--- src/rtl/attn_tx_pkg.sv ---
package attn_tx_pkg;

    typedef enum logic [1:0] {
        ST_IDLE  = 2'd0,
        ST_PREP  = 2'd1,
        ST_GUARD = 2'd2,
        ST_SHOW  = 2'd3
    } hs_state_e;

    typedef struct packed {
        logic hi;
        logic lo;
    } bit_pair_t;

    function automatic int unsigned pair_count(int unsigned width);
        return width / 2;
    endfunction

    function automatic bit_pair_t split_pair(logic [1:0] bits);
        bit_pair_t p;
        p.hi = bits[1];
        p.lo = bits[0];
        return p;
    endfunction

endpackage

--- src/rtl/attn_tx_sync.sv ---
module attn_tx_sync #(
    parameter int STAGES = 2
) (
    input  logic clk,
    input  logic rst,
    input  logic async_i,
    output logic sync_o
);
    logic [STAGES-1:0] chain;

    generate
        if (STAGES == 1) begin : g_single
            always_ff @(posedge clk) begin
                if (rst) chain <= '0;
                else     chain <= async_i;
            end
        end else begin : g_multi
            always_ff @(posedge clk) begin
                if (rst) chain <= '0;
                else     chain <= {chain[STAGES-2:0], async_i};
            end
        end
    endgenerate

    assign sync_o = chain[STAGES-1];
endmodule

--- src/rtl/attn_tx_pair_src.sv ---
module attn_tx_pair_src
    import attn_tx_pkg::*;
#(
    parameter int DATA_W = 8
) (
    input  logic              clk,
    input  logic              rst,
    input  logic [DATA_W-1:0] in_data,
    input  logic              in_valid,
    output logic              in_ready,
    input  logic              pop_i,
    output logic              avail_o,
    output bit_pair_t         head_o
);
    localparam int PAIRS = pair_count(DATA_W);
    localparam int CW    = $clog2(PAIRS + 1);

    logic [DATA_W-1:0] shreg;
    logic [CW-1:0]     left;
    logic              load;

    assign avail_o  = (left != '0);
    assign in_ready = (left == '0) || ((left == CW'(1)) && pop_i);
    assign load     = in_valid && in_ready;
    assign head_o   = split_pair(shreg[DATA_W-1 -: 2]);

    always_ff @(posedge clk) begin
        if (rst) begin
            shreg <= '0;
            left  <= '0;
        end else if (load) begin
            shreg <= in_data;
            left  <= CW'(PAIRS);
        end else if (pop_i && avail_o) begin
            shreg <= {shreg[DATA_W-3:0], 2'b00};
            left  <= left - CW'(1);
        end
    end
endmodule

--- src/rtl/attn_tx_guard.sv ---
module attn_tx_guard #(
    parameter int GUARD_CYC = 2
) (
    input  logic clk,
    input  logic rst,
    input  logic start_i,
    output logic done_o
);
    localparam int CW = $clog2(GUARD_CYC + 1);

    logic [CW-1:0] cnt;
    logic          run;

    assign done_o = run && (cnt == CW'(GUARD_CYC - 1));

    always_ff @(posedge clk) begin
        if (rst) begin
            cnt <= '0;
            run <= 1'b0;
        end else if (start_i) begin
            cnt <= '0;
            run <= 1'b1;
        end else if (done_o) begin
            run <= 1'b0;
        end else if (run) begin
            cnt <= cnt + CW'(1);
        end
    end
endmodule

--- src/rtl/attn_tx_fsm.sv ---
module attn_tx_fsm
    import attn_tx_pkg::*;
(
    input  logic      clk,
    input  logic      rst,
    input  logic      atn_sync_i,
    input  logic      avail_i,
    input  bit_pair_t head_i,
    input  logic      guard_done_i,
    output logic      pop_o,
    output logic      guard_start_o,
    output logic      ack_o,
    output logic      show_o,
    output bit_pair_t pair_o
);
    hs_state_e state, nxt;
    logic      ack_q;
    bit_pair_t pair_q;
    logic      pending;

    assign pending = (atn_sync_i != ack_q);

    always_comb begin
        nxt           = state;
        pop_o         = 1'b0;
        guard_start_o = 1'b0;
        case (state)
            ST_IDLE:  if (pending) nxt = ST_PREP;
            ST_PREP: begin
                if (avail_i) begin
                    pop_o         = 1'b1;
                    guard_start_o = 1'b1;
                    nxt           = ST_GUARD;
                end
            end
            ST_GUARD: if (guard_done_i) nxt = ST_SHOW;
            ST_SHOW:  if (pending) nxt = ST_PREP;
            default:  nxt = ST_IDLE;
        endcase
    end

    always_ff @(posedge clk) begin
        if (rst) begin
            state  <= ST_IDLE;
            ack_q  <= 1'b0;
            pair_q <= '0;
        end else begin
            state <= nxt;
            if (pop_o) begin
                ack_q  <= atn_sync_i;
                pair_q <= head_i;
            end
        end
    end

    assign ack_o  = ack_q;
    assign show_o = (state == ST_SHOW);
    assign pair_o = pair_q;
endmodule

--- src/rtl/attn_pair_tx.sv ---
module attn_pair_tx
    import attn_tx_pkg::*;
#(
    parameter int DATA_W      = 8,
    parameter int GUARD_CYC   = 2,
    parameter int SYNC_STAGES = 2
) (
    input  logic              clk,
    input  logic              rst,
    input  logic [DATA_W-1:0] in_data,
    input  logic              in_valid,
    output logic              in_ready,
    input  logic              atn_i,
    output logic              clk_pull_o,
    output logic              data_pull_o,
    output logic              ack_o
);
    logic      atn_s;
    logic      avail;
    logic      pop;
    logic      g_start;
    logic      g_done;
    logic      show;
    bit_pair_t head;
    bit_pair_t pair;

    attn_tx_sync #(.STAGES(SYNC_STAGES)) u_sync (
        .clk     (clk),
        .rst     (rst),
        .async_i (atn_i),
        .sync_o  (atn_s)
    );

    attn_tx_pair_src #(.DATA_W(DATA_W)) u_src (
        .clk      (clk),
        .rst      (rst),
        .in_data  (in_data),
        .in_valid (in_valid),
        .in_ready (in_ready),
        .pop_i    (pop),
        .avail_o  (avail),
        .head_o   (head)
    );

    attn_tx_guard #(.GUARD_CYC(GUARD_CYC)) u_guard (
        .clk     (clk),
        .rst     (rst),
        .start_i (g_start),
        .done_o  (g_done)
    );

    attn_tx_fsm u_fsm (
        .clk           (clk),
        .rst           (rst),
        .atn_sync_i    (atn_s),
        .avail_i       (avail),
        .head_i        (head),
        .guard_done_i  (g_done),
        .pop_o         (pop),
        .guard_start_o (g_start),
        .ack_o         (ack_o),
        .show_o        (show),
        .pair_o        (pair)
    );

    // acknowledge gate: asserts data while raw attention and ack differ
    assign data_pull_o = (atn_i ^ ack_o) | (show & pair.lo);
    assign clk_pull_o  = show & pair.hi;
endmodule

--- config.mk ---
export PLATFORM = sky130hd
export DESIGN_NAME = attn_pair_tx
export DESIGN_NICKNAME = d
export VERILOG_FILES = /design/src/rtl/attn_tx_pkg.sv /design/src/rtl/attn_tx_sync.sv /design/src/rtl/attn_tx_pair_src.sv /design/src/rtl/attn_tx_guard.sv /design/src/rtl/attn_tx_fsm.sv /design/src/rtl/attn_pair_tx.sv
export SDC_FILE = /design/constraint.sdc
export NUM_CORES = 1
export LEC_CHECK = 0
export BUFFER_PORTS_ARGS = -buffer_cell sky130_fd_sc_hd__buf_2
export CORE_ASPECT_RATIO = 1.1
export CORE_MARGIN = 2
export CORE_UTILIZATION = 55
export DETAILED_ROUTE_END_ITERATION = 6
export PLACE_DENSITY = 0.84
export SETUP_SLACK_MARGIN = 0.2
export SLEW_MARGIN = 40
export SYNTH_ARGS = -nofsm -noshare
export SYNTH_HDL_FRONTEND = slang
export SYNTH_SLANG_ARGS = --single-unit
--- constraint.sdc ---
create_clock -name clk -period 4.23 [get_ports clk]
set_clock_uncertainty 0.2 [all_clocks]
set_input_delay 0.846 -clock clk [delete_from_list [all_inputs] [get_ports clk]]
set_output_delay 0.846 -clock clk [all_outputs]
set_load 0.01 [all_outputs]
==> metrics.txt, run 1 <==
run status complete, no violations; via count 854; Via density around 5.8; worst-path cell chain inv_1, ha_1, ha_1, or2_2, buf_2; count leader, synth nand2_1; Crit-path slowest cell dfxtp_1; first drt pass iteration count 4; core area around 1800 um^2; Seq cells post-synth 21; DPL Wire Length roughly 1.5 mm; antenna cell count 0; FP Rows 16; Max Clock Freq between 0.3 and 0.4 GHz; syn avg cell area slightly below 9 um^2; largest stage delay on the critical path 0.39 ns; Setup TNS 0 ns; Post-CTS Setup Repair Bufs 0; clock latency on the worst-skew pair between 0.3 and 0.4 ns; Yosys warning total 0; GR Util All Layers 0.205; FF+latch area approximately 420 um^2; Slew @ Worst Pin between 0.6 and 0.7 ns; maxcap violations 0; Final nets between 100 and 150; post-synthesis async set-or-reset flop share 0; DIE AREA approximately 2200 um^2; syn nets between 100 and 150; Crit Path Category reg2out; fillers 155; RSZ-0062 raised after global routing no; post-layout min period around 2.7 ns; root buffer selected by CTS clkbuf_4; EDFF count, synth 0; Max VDD drop between 0.2 and 0.3 mV; max-slew violations 0; Mapped Area roughly 1000 um^2; Top Ports 16; CTS sink cnt 21; fraction of layout cells with a size suffix above 1 0.178; Syn Inst Count 116; Final ANT Viol Nets 0; Gates resized, CTS repair 0; Leak roughly 0.43 nW; vias in the first global route 815; Die X between 40 and 50 um; maximum fanout along the worst path 9; pre-CTS setup slack 1.85 ns; CP delay by family, top adder cells; initial detailed-routing violation count 14; port buffer count 15; Worst Reg2Reg Path Length in Cells 6; Most common cell on crit path ha_1; Post-synth top cells nand2_1, dfxtp_1, a21oi_1; Clock Pin Slew Worst Setup and Hold Paths 0.12 ns; Synth top area share 0.417; final WL approximately 2 mm; Worst slew margin 0.554; fin worst setup slack around 1.5 ns; Area growth, synth to finish 9.06%; CP Depth 5; Worst EP required roughly 3.2 ns; Netlist cell types 29; # DRC 0; largest net degree at the start of global routing 24; Chip Height 48.9 um; remaining global-route overflow 0; WP data arrival around 1.7 ns; # setup viols final 0; final hold viol count 0; Synth Flop Type dfxtp_1; Final period util 0.644; H-tree Lvls 1; sequential area share after synthesis 0.417; crit start category flop; Initial Utilization 0.572; power per cell area about 460 nW/um^2; CTS hold repair buffers 0; critical path endpoint category output pin; TritonCTS clock tree done; worst hold stages 2; first-pass GRT wire length between 3 and 4 mm; drt wl/cell 13.5 um; initial antenna violation count 0; clock tree buffer depth 2; RePlAce Congestion 0.766; largest area contributor in the netlist dfxtp_1; Final Power a little over 0.0005 W; largest cells by area after synthesis dfxtp_1, nand2_1, ha_1; CTS Buf Count 3; type of the worst min-delay path reg2reg; WP buf/inv 2; multi-input logic area between 500 and 600 um^2
[cell type report]
type,count,area share
inverter,6,0.0205
tap,18,0.0205
clock buffer,3,0.0205
multi-input combinational,83,0.484
sequential,21,0.382
timing repair buffer,15,0.0683
clock inverter,1,0.00455
[layout by cell type, fill, tap and decap left out]
cell type	netlist	final
nand4_1	2	2
nor2b_2	0	1
nand2_1	24	24
a31oi_1	1	1
o211ai_1	2	2
a2111oi_2	1	1
mux2_2	1	1
xnor2_1	4	4
nand2b_1	3	3
nand4b_1	1	1
a311oi_1	6	6
and2_1	1	1
nor3_1	2	2
o21ai_1	1	1
o32ai_1	1	1
a2111oi_1	1	1
nor2_1	6	6
a222oi_1	1	1
clkinv_2	0	1
or2_2	1	1
a22o_1	1	1
clkbuf_4	0	3
a21oi_1	11	11
and3b_1	1	1
inv_1	6	6
buf_2	2	15
nor2b_1	4	3
dfxtp_1	21	21
ha_1	7	7
[power breakdown]
group	switching [W]	internal, W	leakage (nW)
logic	0.0000888	0.0000699	0.236
clock network	0.0000623	0.0000354	0.0177
registers	0.0000195	0.000229	0.172
[metal layers]
| metal | up-vias | global-route usage | wire length, um |
|---|---|---|---|
| met5 | - | 0 | 0 |
| met4 | 0 | 0.0735 | 27 |
| met3 | 2 | 0.0333 | 102 |
| met2 | 23 | 0.331 | 972 |
| met1 | 397 | 0.270 | 877 |
| li1 | 432 | - | - |
[metrics by stage]
step | utilization | std cells | hold slack, ns | instance area [um^2]
floorplan | - | 116 | 0.214 | 1010
global placement | 0.607 | 143 | 0.221 | 1070
detailed placement | 0.609 | 143 | 0.239 | 1070
CTS | 0.624 | 147 | 0.260 | 1100
global route | 0.624 | 147 | 0.285 | 1100
finish | 0.624 | 147 | 0.263 | 1100
[sequential cells by signal, summed over array words and instances, names as in the netlist]
register	flops
u_fsm.pair_o	2
u_guard.run	1
u_src.shreg	8
u_src.left	3
u_guard.cnt	2
u_fsm.ack_o	1
u_sync.chain	2
u_fsm.state	2
[tightest hold or removal path, delay by kind of cell (launching register included)]
kind	cells	cell delay [ns]
simple gates	1	0.05
flops	1	0.33
compound gates	1	0.05
[kinds of logic (layout without fill, tap and decap cells)]
family / count (synthesis) / in the layout / synth area share
muxes: 1 / 1 / 0.0112
adders and majority gates: 7 / 7 / 0.0868
buffers and inverters: 12 / 25 / 0.0583
and+or+nand+nor: 45 / 45 / 0.207
DFF: 21 / 21 / 0.417
xor gates and xnor gates: 4 / 4 / 0.0347
AOI/OAI and AO/OA: 26 / 26 / 0.185
[final timing paths]
path / end / start / slack [ns]
hold reg to reg: u_fsm.pair_o[1] / u_fsm.pair_o[1] / 0.26
setup / recovery: in_ready / u_src.left[0] / 1.51
hold / removal: u_fsm.pair_o[1] / u_fsm.pair_o[1] / 0.26
setup reg to reg: u_src.left[1] / u_src.left[0] / 1.99
(Power assumes the default switching activity.)
==> inputs of run 2 (changes only) <==
- ABC_AREA: default -> 1
- CORE_UTILIZATION: 55 -> 49
- PLACE_DENSITY: 0.84 -> 0.79
- clock period: 4.23 -> 2.3 ns (I/O delays scaled with it)
==> metrics.txt, run 2 <==
Synth Flop Type dfxtp_1; port buffer count 15; largest cells by area after synthesis dfxtp_1, nand2_1, inv_1; largest area contributor in the netlist dfxtp_1; first drt pass iteration count 5; Crit-path slowest cell dfxtp_2; core area 2040 um^2; TritonCTS clock tree done; critical path launch point u_src.left[0]; Largest register FFs 8; crit start category flop; syn nets ~170; multi-input logic area between 500 and 600 um^2; clock tree buffer depth 2; largest stage delay on the critical path 0.35 ns; Synth top area share 0.389; Worst slew margin 0.755; Final period util 0.874; maximum fanout along the worst path 6; via count 960; final hold viol count 0; Final Power about 0.0010 W; Via density 4.80; commonest non-fill, non-tap cell in the layout nand2_1; worst r2r dst u_src.left[1]; Chip Height 53.3 um; sequential area share after synthesis 0.389; Setup TNS 0 ns; max-slew violations 0; DPL Wire Length around 1.5 mm; FF-to-FF setup slack about 0.52 ns; GR Util All Layers 0.174; Netlist cell types 22; FP Rows 17; first-pass GRT wire length between 3 and 4 mm; Top Ports 16; Worst EP required between 1.5 and 2 ns; vias in the first global route ~860; Mapped Area ~1100 um^2; Final ANT Viol Nets 0; root buffer selected by CTS clkbuf_4; Initial Utilization 0.529; design area roughly 1200 um^2; worst r2r src u_src.left[0]; RSZ-0062 raised after global routing no; Yosys warning total 0; CTS hold repair buffers 0; Regs by FF count u_src.shreg (8), u_src.left (3); pre-CTS setup slack about 0.37 ns; power per cell area ~830 nW/um^2; CP delay by family, top adder cells; drt wl/cell roughly 9.8 um; min-delay src atn_i; Max VDD drop 0.459 mV; fillers ~220; WHS slightly below 0.2 ns; fraction of layout cells with a size suffix above 1 0.227; Crit Path Category reg2out; count leader, synth nand2_1; CP Depth 6; type of the worst min-delay path in2reg; worst-path cell chain inv_1, ha_2, ha_4, inv_2, nand2_4, buf_2; FF+latch area 423 um^2; Seq cells post-synth 21; initial antenna violation count 0; syn avg cell area 7.02 um^2; maxcap violations 0; WP buf/inv 3; post-synthesis async set-or-reset flop share 0; Critical Path Sink in_ready; Post-synth top cells nand2_1, inv_1, dfxtp_1; post-layout min period 2.01 ns; DIE AREA around 2600 um^2; run status complete, no violations; CTS Buf Count 3; clock latency on the worst-skew pair 0.30 ns; antenna cell count 0; Die X slightly below 50 um; Final nets around 190; fin worst setup slack 0.290 ns; Area growth, synth to finish 14.7%; Clock Pin Slew Worst Setup and Hold Paths 0.11 ns; # setup viols final 0; Leak ~0.59 nW; critical path endpoint category output pin; WP data arrival about 1.4 ns; Max Clock Freq about 0.5 GHz; Worst Reg2Reg Path Length in Cells 7; Syn Inst Count between 150 and 200; most frequent cells in the layout nand2_1, inv_1, dfxtp_1; largest reg by FF count u_src.shreg; EDFF count, synth 0; Slew @ Worst Pin between 0.3 and 0.4 ns; largest net degree at the start of global routing 13; remaining global-route overflow 0; RePlAce Congestion approximately 0.76; CTS sink cnt 21; H-tree Lvls 1; dpl cell area between 1000 and 1500 um^2; initial detailed-routing violation count 6; final WL around 2.0 mm; # DRC 0
==> run 2: cell types whose count changed after synthesis, sizes merged, moves of 4 or more <==
cell,previous run,this run
inv,6,29
nand3,0,18
xnor2,4,0
nor2b,4,0
nor2,6,15
nand2,24,41
a311oi,6,0
==> run 2: layout make-up <==
| type | count | area share |
|---|---|---|
| clock buffer | 4 | 0.0212 |
| inverter | 29 | 0.0878 |
| multi-input combinational | 100 | 0.443 |
| sequential | 21 | 0.341 |
| tap | 28 | 0.0283 |
| timing repair buffer | 18 | 0.0787 |
==> run 2: worst min-delay path by stage <==
stage | endpoint | slack, ns | cells past startpoint
finish | u_sync.chain[0] | 0.19 | 3
global route | u_sync.chain[0] | 0.20 | 3
CTS | u_sync.chain[0] | 0.19 | 3
detailed placement | u_sync.chain[1] | 0.20 | 2
global placement | u_sync.chain[1] | 0.20 | 2
floorplan | u_sync.chain[1] | 0.19 | 2
==> run 2: worst min-delay path, stage by stage <==
cell and delay, ns:
buf_2 0.10, inv_1 0.05, nor2_1 0.07
==> run 2: stage by stage <==
step,util,cells
6_report,0.607,200
5_1_grt,0.607,200
4_1_cts,0.594,197
3_5_place_dp,0.571,193
3_3_place_gp,0.571,193
2_1_floorplan,-,154
==> run 2: kinds of logic after synthesis <==
group	Yosys count	synth area share
and+or+nand+nor	76	0.317
buffers and inverters	33	0.124
DFF	21	0.389
AOI/OAI and AO/OA	17	0.0891
adders and majority gates	7	0.0810
==> run 2: where the power goes <==
group          internal (W)  switching [W]
logic              0.000166       0.000225
registers          0.000421      0.0000387
clock network     0.0000677       0.000108
==> run 2: per-layer routing <==
| metal | routed length, um | global-route usage | vias to the layer above |
|---|---|---|---|
| met5 | 0 | 0 | - |
| met1 | 867 | 0.179 | 421 |
| met2 | 961 | 0.340 | 23 |
| met3 | 69 | 0.0254 | 7 |
| li1 | - | - | 509 |
| met4 | 53 | 0.100 | 0 |
==> run 2: repair_timing <==
action,in CTS,in global routing
buffers inserted,0,3
setup endpoints to repair,1,1
resized for setup,5,2
pin swaps,0,1
